**src/rtl/sysctl_pkg.sv**
```systemverilog
package sysctl_pkg;
    localparam int DW      = 32;
    localparam int NREG    = 16;
    localparam int NDBG    = 4;
    localparam int RIDX_W  = $clog2(NREG);
    localparam int DIDX_W  = $clog2(NDBG);
    localparam int EN_BIT  = 13;

    localparam logic [DW-1:0] MAIN_ID_RST = 32'h6905_2000;
    localparam logic [DW-1:0] ALT_ID_RST  = 32'h0B1A_A1AA;
    localparam logic [DW-1:0] CTRL_FORCE  = 32'h0000_0078;
    localparam logic [DW-1:0] ALT1_KEEP   = 32'h0000_0033;

    typedef enum logic [1:0] {
        TGT_NONE,
        TGT_MAIN,
        TGT_ALT,
        TGT_DBG
    } wr_tgt_e;

    // Bits of a main-bank entry that a write may change; zero means the write is dropped.
    function automatic logic [DW-1:0] main_keep(input logic [RIDX_W-1:0] idx);
        case (idx)
            4'd1:    return 32'h0000_3B87;
            4'd2:    return 32'hFFFF_C000;
            4'd3:    return 32'hFFFF_FFFF;
            4'd5:    return 32'h0000_06FF;
            4'd6:    return 32'hFFFF_FFFF;
            4'd9:    return 32'h0000_0001;
            4'd13:   return 32'hFE00_0000;
            4'd14:   return 32'hFFFF_FFFF;
            4'd15:   return 32'h0000_3FFF;
            default: return '0;
        endcase
    endfunction

    function automatic logic [DW-1:0] main_force(input logic [RIDX_W-1:0] idx);
        return (idx == 4'd1) ? CTRL_FORCE : '0;
    endfunction

    function automatic logic [DW-1:0] main_rst(input logic [RIDX_W-1:0] idx);
        case (idx)
            4'd0:    return MAIN_ID_RST;
            4'd1:    return CTRL_FORCE;
            default: return '0;
        endcase
    endfunction
endpackage

```
**src/rtl/sysctl_access_chk.sv**
```systemverilog
module sysctl_access_chk
    import sysctl_pkg::*;
(
    input  logic              priv,
    input  logic [RIDX_W-1:0] crn,
    input  logic [3:0]        crm,
    input  logic [2:0]        op1,
    input  logic [2:0]        op2,
    output logic              legal
);
    logic pair_ok;

    always_comb begin
        pair_ok = 1'b0;
        unique case (crn)
            4'd0, 4'd1: pair_ok = (crm == 4'd0);
            4'd2, 4'd3, 4'd5, 4'd6, 4'd13:
                pair_ok = (crm == 4'd0) && (op2 == 3'd0);
            4'd7: begin
                unique case (op2)
                    3'd0:    pair_ok = crm inside {4'd5, 4'd6, 4'd7};
                    3'd1:    pair_ok = crm inside {4'd5, 4'd6, 4'd10};
                    3'd4:    pair_ok = (crm == 4'd10);
                    3'd5:    pair_ok = (crm == 4'd2);
                    3'd6:    pair_ok = (crm == 4'd5);
                    default: pair_ok = 1'b0;
                endcase
            end
            4'd8: pair_ok = ((op2 == 3'd0) && (crm inside {4'd5, 4'd6, 4'd7}))
                         || ((op2 == 3'd1) && (crm inside {4'd5, 4'd6}));
            4'd9, 4'd10: pair_ok = (op2 == 3'd0) && (crm inside {4'd0, 4'd1});
            4'd14: pair_ok = (op2 == 3'd0) && (crm inside {4'd0, 4'd3, 4'd4, 4'd8, 4'd9});
            4'd15: pair_ok = (op2 == 3'd0) && (crm == 4'd1);
            default: pair_ok = 1'b0;
        endcase
        legal = priv && (op1 == 3'd0) && pair_ok;
    end
endmodule

```
**src/rtl/sysctl_wmask.sv**
```systemverilog
module sysctl_wmask
    import sysctl_pkg::*;
(
    input  logic [RIDX_W-1:0] crn,
    input  logic [3:0]        crm,
    input  logic [2:0]        op2,
    input  logic [DW-1:0]     wdata,
    output wr_tgt_e           tgt,
    output logic [DIDX_W-1:0] dbg_sel,
    output logic              dbg_hit,
    output logic [DW-1:0]     wval
);
    always_comb begin
        dbg_hit = (op2 == 3'd0) && (crn == 4'd14) && (crm != 4'd0);
        case (crm)
            4'd4:    dbg_sel = 2'd1;
            4'd8:    dbg_sel = 2'd2;
            4'd9:    dbg_sel = 2'd3;
            default: dbg_sel = 2'd0;
        endcase
    end

    always_comb begin
        tgt  = TGT_NONE;
        wval = '0;
        if (op2 != 3'd0) begin
            if (crn == 4'd1) begin
                tgt  = TGT_ALT;
                wval = wdata & ALT1_KEEP;
            end
        end else if (dbg_hit) begin
            tgt  = TGT_DBG;
            wval = wdata;
        end else if (main_keep(crn) != '0) begin
            tgt  = TGT_MAIN;
            wval = (wdata & main_keep(crn)) | main_force(crn);
        end
    end
endmodule

```
**src/rtl/sysctl_regfile.sv**
```systemverilog
module sysctl_regfile
    import sysctl_pkg::*;
(
    input  logic              clk,
    input  logic              rst_n,
    input  logic              req_valid,
    input  logic              req_write,
    input  logic              req_priv,
    input  logic [RIDX_W-1:0] req_crn,
    input  logic [3:0]        req_crm,
    input  logic [2:0]        req_op1,
    input  logic [2:0]        req_op2,
    input  logic [DW-1:0]     req_wdata,
    output logic              rsp_accept,
    output logic              rsp_reject,
    output logic [DW-1:0]     rsp_rdata,
    output logic              cop_enable
);
    logic [NREG-1:0][DW-1:0] main_q;
    logic [NREG-1:0][DW-1:0] alt_q;
    logic [NDBG-1:0][DW-1:0] dbg_q;

    logic              legal;
    wr_tgt_e           tgt;
    logic [DIDX_W-1:0] dbg_sel;
    logic              dbg_hit;
    logic [DW-1:0]     wval;
    logic [DW-1:0]     rd_sel;
    logic              wr_en;

    sysctl_access_chk u_chk (
        .priv  (req_priv),
        .crn   (req_crn),
        .crm   (req_crm),
        .op1   (req_op1),
        .op2   (req_op2),
        .legal (legal)
    );

    sysctl_wmask u_wmask (
        .crn     (req_crn),
        .crm     (req_crm),
        .op2     (req_op2),
        .wdata   (req_wdata),
        .tgt     (tgt),
        .dbg_sel (dbg_sel),
        .dbg_hit (dbg_hit),
        .wval    (wval)
    );

    assign rsp_accept = req_valid && legal;
    assign rsp_reject = req_valid && !legal;
    assign wr_en      = rsp_accept && req_write;
    assign cop_enable = main_q[15][EN_BIT];

    always_comb begin
        if (req_op2 != 3'd0)
            rd_sel = alt_q[req_crn];
        else if (dbg_hit)
            rd_sel = dbg_q[dbg_sel];
        else
            rd_sel = main_q[req_crn];
        rsp_rdata = (rsp_accept && !req_write) ? rd_sel : '0;
    end

    always_ff @(posedge clk or negedge rst_n) begin
        if (!rst_n) begin
            for (int i = 0; i < NREG; i++) begin
                main_q[i] <= main_rst(RIDX_W'(i));
                alt_q[i]  <= (i == 0) ? ALT_ID_RST : '0;
            end
            dbg_q <= '0;
        end else if (wr_en) begin
            case (tgt)
                TGT_MAIN: main_q[req_crn] <= wval;
                TGT_ALT:  alt_q[req_crn]  <= wval;
                TGT_DBG:  dbg_q[dbg_sel]  <= wval;
                default:  ;
            endcase
        end
    end

    // unprivileged or nonzero opcode_1 requests are refused
    p_user_reject_r1: assert property (@(posedge clk) disable iff (!rst_n)
        (req_valid && (!req_priv || req_op1 != 3'd0)) |-> rsp_reject);

    // one response per request, none when idle
    p_one_resp_r5: assert property (@(posedge clk) disable iff (!rst_n)
        req_valid |-> $onehot({rsp_accept, rsp_reject}));
    p_idle_quiet_r5: assert property (@(posedge clk) disable iff (!rst_n)
        !req_valid |-> !(rsp_accept || rsp_reject));

    // refused requests return zero and leave storage unchanged
    p_reject_zero_r6: assert property (@(posedge clk) disable iff (!rst_n)
        rsp_reject |-> (rsp_rdata == '0));
    p_reject_hold_r6: assert property (@(posedge clk) disable iff (!rst_n)
        (req_valid && req_write && rsp_reject)
        |=> ($stable(main_q) && $stable(alt_q) && $stable(dbg_q)));

    // the forced-one field of the control entry never clears
    p_ctrl_ones_r9: assert property (@(posedge clk) disable iff (!rst_n)
        (main_q[1] & CTRL_FORCE) == CTRL_FORCE);

    // the identity entry survives every write
    p_id_ro_r9: assert property (@(posedge clk) disable iff (!rst_n)
        main_q[0] == MAIN_ID_RST);
endmodule

```
**config.mk**
```make
export PLATFORM = sky130hd
export DESIGN_NAME = sysctl_regfile
export DESIGN_NICKNAME = d
export VERILOG_FILES = /design/src/rtl/sysctl_pkg.sv /design/src/rtl/sysctl_access_chk.sv /design/src/rtl/sysctl_wmask.sv /design/src/rtl/sysctl_regfile.sv
export SDC_FILE = /design/constraint.sdc
export NUM_CORES = 2
export LEC_CHECK = 0
export BUFFER_PORTS_ARGS = -buffer_cell sky130_fd_sc_hd__buf_2
export CAP_MARGIN = 0
export CORE_ASPECT_RATIO = 0.75
export CORE_MARGIN = 8
export CORE_UTILIZATION = 45
export DETAILED_ROUTE_END_ITERATION = 10
export SYNTH_ARGS = -nofsm -noshare
export SYNTH_HDL_FRONTEND = slang
export SYNTH_SLANG_ARGS = --single-unit
```
**constraint.sdc**
```tcl
create_clock -name clk -period 3.95 [get_ports clk]
set_input_delay 0.395 -clock clk [delete_from_list [all_inputs] [get_ports clk]]
set_output_delay 0.395 -clock clk [all_outputs]
set_load 0.05 [all_outputs]
```
* Yosys cells after proc, flatten, opt, wreduce, memory -nomap -nowiden *
Memory sizes are Yosys's and may differ from the RTL's.
Index checks and enable logic that the tools add are counted.

word-level totals
  flip-flop bits (word level) = 1152
  memory bits (read-only) = 1024
  bits of input ports = 51
  output and inout bits = 35
  word-level logic and storage cells = 143
  memories = 2

cells by class
  magnitude comparators = 4
  eq/ne operators = 29
  multiplexer cells = 33
  bitwise logic cells = 2
  reduce and logical (&&, ||, !) cells = 37

memories
  name              depth  bits a word  read ports  clocked after Yosys merged registers in  write ports  line              text
  (name not given)  16     32           1           0                                        0            sysctl_pkg.sv:23  case (idx)
  (name not given)  16     32           1           0                                        0            sysctl_pkg.sv:23

operators by type and width
  cell                                                 count
  bitwise mux 512 bit                                  2
  2-to-1 mux 32 bit                                    16
  binary-select mux 32 bit (select 4 bit)              2
  bitwise mux 128 bit                                  1
  demux 32 bit (select 4 bit)                          1
  binary-select mux 32 bit (select 2 bit)              1
  demux 32 bit (select 2 bit)                          1
  equality test 4 bit, second input constant           9
  AND 32 bit                                           1
  OR 32 bit                                            1
  nonzero test 32 bit                                  1
  equality test 4 x 3 -> 1 bit, second input constant  7
  equality test 4 x 2 -> 1 bit, second input constant  4
  logical AND 1 bit                                    16
  equality test 3 bit, second input constant           3
  nonzero test 3 bit                                   3
  equality test 4 x 1 -> 1 bit, second input constant  2
  logical NOT 4 bit                                    2
  2-to-1 mux 7 bit                                     1
  one-hot mux 1 bit (7 select lines)                   1
  logical NOT 3 bit                                    2
  2-to-1 mux 2 bit                                     3
  2-to-1 mux 6 bit                                     1
  one-hot mux 2 bit (3 select lines)                   1
  17 further kinds                                     23

* Depth between registers and ports, before layout *
  word-level depth = 15
  gate-level depth with buffers = 15
  depth with buffers taken out = 8

* Hierarchy *
Synthesis repeated with hierarchy kept, for this count alone.

second synthesis, totals
  cell total of the unflattened synthesis = 3432
  area total of the unflattened synthesis = 53023.4 um2

modules (own cells, without submodules)
  module             instances  cells an instance  area an instance (um2)  sequential area each (um2)
  sysctl_regfile     1          3299               52105.0                 28857.7
  sysctl_wmask       1          88                 603.1                   0.0
  sysctl_access_chk  1          45                 315.3                   0.0

* Worst setup path before layout *
OpenSTA, ideal clock, no wires.

  kind = input to output
  start point = input req_crn[0]
  end point = output rsp_rdata[12]
  data arrival time = 4014 ps
  path slack = -459 ps
  stages = 14
  path buffers = 6
  path through = buf_2 buf_2 buf_2 buf_2 inv_1 ha_1 nand2_1 a211o_1 o22ai_1 and3_1 clkbuf_1 o21ai_1 clkbuf_1 a211oi_1

between the ends
  cells in the longest elaborated chain, start to end = 7
  elaborated cells on any way between the ends = 29
  classes of those cells = eq/ne: 12; mux: 8; reduce/logical: 9

ends and longest elaborated chain
  what                                                        line                     text
  start: declaration                                          sysctl_regfile.sv:9      input logic [RIDX_W-1:0] req_crn,
  equality test 4 x 2 -> 1 bit, or another cell as far along  sysctl_access_chk.sv:15  unique case (crn)
  OR reduction 5 bit or OR reduction 2 bit (tied branches)    sysctl_access_chk.sv:15
  one-hot mux 1 bit (7 select lines)                          sysctl_access_chk.sv:15
  logical AND 1 bit                                           sysctl_access_chk.sv:36  legal = priv && (op1 == 3'd0) && pair_ok;
  logical AND 1 bit                                           sysctl_regfile.sv:51     assign rsp_accept = req_valid && legal;
  logical AND 1 bit                                           sysctl_regfile.sv:63     rsp_rdata = (rsp_accept && !req_write) ? rd_sel : '0;
  2-to-1 mux 32 bit (*)                                       sysctl_regfile.sv:63
  end: declaration                                            sysctl_regfile.sv:16     output logic [DW-1:0] rsp_rdata,

Every way passes the cells marked *; elsewhere a longest branch is shown, timed or not. The select of a mux whose other input is x is not followed.

* Final worst setup path *
  start point = input req_crn[1]
  end point = output rsp_rdata[18]

Same word-level chain as after synthesis.

==> key figures <==
Timing
  – Tcrit/Tclk final: 0.908
  – Post-layout minimum cycle time: 3.59 ns
  – Setup TNS: 0 ns
  – Worst slew margin: 0.250
  – Worst-Margin Slew: 1.12 ns
  – Max Clk Rate: roughly 280 MHz
  – Final hold vios: 0
  – Max-slew violations: 0
  – Unrepaired setup endpoints after global routing: false
  – Final Worst Setup Slack: ~0.36 ns
  – Skew final: 0 ns
  – Final setup fails: 0

Synthesis
  – Post-Syn Area: 48700 um^2
  – Cell taking the most area after synthesis: dfrtp_1
  – Most instantiated cells after synthesis: dfrtp_1 (1128), clkbuf_1 (532), mux2_2 (340), mux2i_1 (235), nand2_1 (229)
  – EDFF count, synth: 0
  – Syn nets: between 3000 and 4000
  – Synthesis Warnings: 0
  – Yosys top cell area share: 0.580
  – Distinct cells, synth: 60
  – Mapped Cells: 3772
  – Avg Inst Size Synth: 12.9 um^2
  – Yosys reg bits: roughly 1200
  – Count leader, synth: dfrtp_1
  – Synth area leaders: dfrtp_1 (58%), mux2_2 (7.9%), mux4_2 (6.7%), mux2i_1 (4.8%), clkbuf_1 (4.1%)
  – Register area share after synthesis: 0.593
  – Asr flop ratio synth: 1.00
  – Ys flop type: dfrtp_1

Flow run
  – Max-Cap Viols: 0

Clock tree
  – Worst-Skew Late Latency: 0.72 ns
  – Clock-pin slew on the worst setup and hold paths: 0.06 ns
  – CTS H-tree depth: 3
  – CTS root buffer: clkbuf_16
  – TritonCTS clock tree: built
  – Sink Count: 1152
  – Postcts setup bufs: 0
  – Num CTS Buffers: 107
  – Clock tree buffer depth: 3
  – CTS hold repair buffers: 5
  – Post-cts gate resize count: 0

Placement
  – Port-buffer cells: between 80 and 90
  – Setup WS pre-CTS: between 0.3 and 0.4 ns
  – Placed Area: 50500 um^2
  – Placer Congestion: 0.800
  – Dpl cells: roughly 4800
  – HPWL Detailed: 73100 um

Global routing
  – GR Util All Layers: 0.213
  – Pin count of the biggest net entering global routing: 132
  – First-pass GRT wire length: approximately 200000 um
  – Grt ovf: 0
  – Vias in the first global route: 29419
  – Initial antenna violation count: 2

Floorplan
  – Core area: 107000 um^2
  – Chip Width: 396 um
  – I/O pin total: 86
  – Total die area: 119000 um^2
  – Rows: 104
  – Initial Util: 0.454
  – Die height: approximately 300 um

Worst setup path
  – R2R Setup Slk: 3.13 ns
  – R2R Path End: dbg_q[25]
  – CP Max Fanout: 27
  – WS Path Type: input pin to output pin
  – CP startpoint: req_crn[1]
  – Crit path DAT: 3.19 ns
  – Crit start category: input pin
  – CP endpoint: rsp_rdata[18]
  – Cells on worst reg2reg path: 1
  – Worst r2r src: dbg_q[25]
  – CP endpoint kind: output pin
  – Req. time, crit path: about 3.6 ns

Final layout
  – Post-route cell area: 54400 um^2
  – Finished Layout Cells: 4974
  – Final net count: 3506
  – Area grow syn2layout: 11.8%
  – Fraction of layout cells with a size suffix above 1: 0.270
  – Final core occ: 0.507

Drt
  – 1st-iter DRT viols: 2107
  – Vias per cell: 5.63
  – Antenna Nets Post-Route: 0
  – Drt pass-1 iters: 5
  – Detailed-route wire length: 125000 um
  – Vias: ~28000
  – Post-route DRC: 0
  – WL per Instance: 25.2 um

Pwr
  – PD cells: 443 nW/um^2
  – Leak: ~26 nW
  – Peak VDD IR: 0.435 mV

Hold path
  – Hold crit path type: input pin to register

Status
  – Status: finished clean
critical path, cell delays in order:
cell      delay (ns)
clkbuf_8        0.12
buf_4           0.20
ha_1            0.35
nand2_1         0.16
a211o_1         0.33
o22ai_1         0.21
and3_1          0.42
o21ai_4         0.09
buf_12          0.21
a31oi_1         0.48
buf_12          0.21
power by group:
part | total [W] | switching, W | internal (W)
Sequential | 0.0118 | 0.0000000802 | 0.0118
Combinational | 0.00114 | 0.000810 | 0.000331
Clock | 0.0112 | 0.00465 | 0.00654
Total | 0.0241 | 0.00546 | 0.0187
placed cells by master (no fill, tap or decap), types with 66 or more instances in the layout:
| cell | instances |
|---|---|
| nor2b_1 | 115 |
| buf_4 | 85 |
| clkbuf_16 | 107 |
| a221oi_1 | 103 |
| nand2_1 | 229 |
| mux4_2 | 144 |
| mux2_2 | 340 |
| dfrtp_1 | 1128 |
| and2_1 | 153 |
| o21ai_0 | 179 |
| mux2i_1 | 235 |
| mux2_1 | 66 |
| buf_12 | 74 |
registers in the layout, indices dropped and copies added, names as in the netlist:
name	cells
alt_q	512
cop_enable	1
dbg_q	128
main_q	511
routing by layer:
layer  vias up  part of all wire  global-route usage
met5         -                 0                   0
met4         0             0.030              0.0614
met3       206             0.055              0.0418
met2       710              0.43               0.308
met1     14584              0.48               0.324
li1      12508                 -                   -
cells by family after synthesis:
group / Yosys count / synth area share
adder cells (fa/ha/maj): 4 / 0.00103
multiplexers: 785 / 0.209
AO/OA/AOI/OAI: 532 / 0.0757
XOR/XNOR: 1 / 0.000180
AND/OR/NAND/NOR: 636 / 0.0672
flip-flops: 1152 / 0.593
buffers and inverters: 662 / 0.0544
per-stage QoR:
step	hold WS, ns	power, W
final	0.0533	0.0241
after global routing	0.0287	0.0249
after CTS	0.00167	0.0244
after detailed placement	0.362	0.0132
after global placement	0.360	0.0132
after floorplan	0.0994	0.0125
worst min-delay path by stage:
stage                        startpoint    endpoint  slack [ns]  cells after the start
after global routing      req_wdata[19]   dbg_q[51]        0.03                      3
after floorplan                   rst_n    alt_q[0]         0.1                      0
after global placement       alt_q[337]  alt_q[337]        0.36                      0
after CTS                 req_wdata[23]  dbg_q[119]       0.002                      3
after detailed placement     alt_q[327]  alt_q[327]        0.36                      0
final                     req_wdata[19]   dbg_q[83]        0.05                      3
area by class of cell:
type	count	area, um^2
flip-flops and latches	1152	28900
fillers	9033	52900
inverters	10	38.8
clock inverters	55	807
repair buffers	222	2490
clock buffers	145	3040
diodes	1	2.50
well taps	1431	1790
multi-input cells	1958	17400
Power figures use the tool's default switching activity.
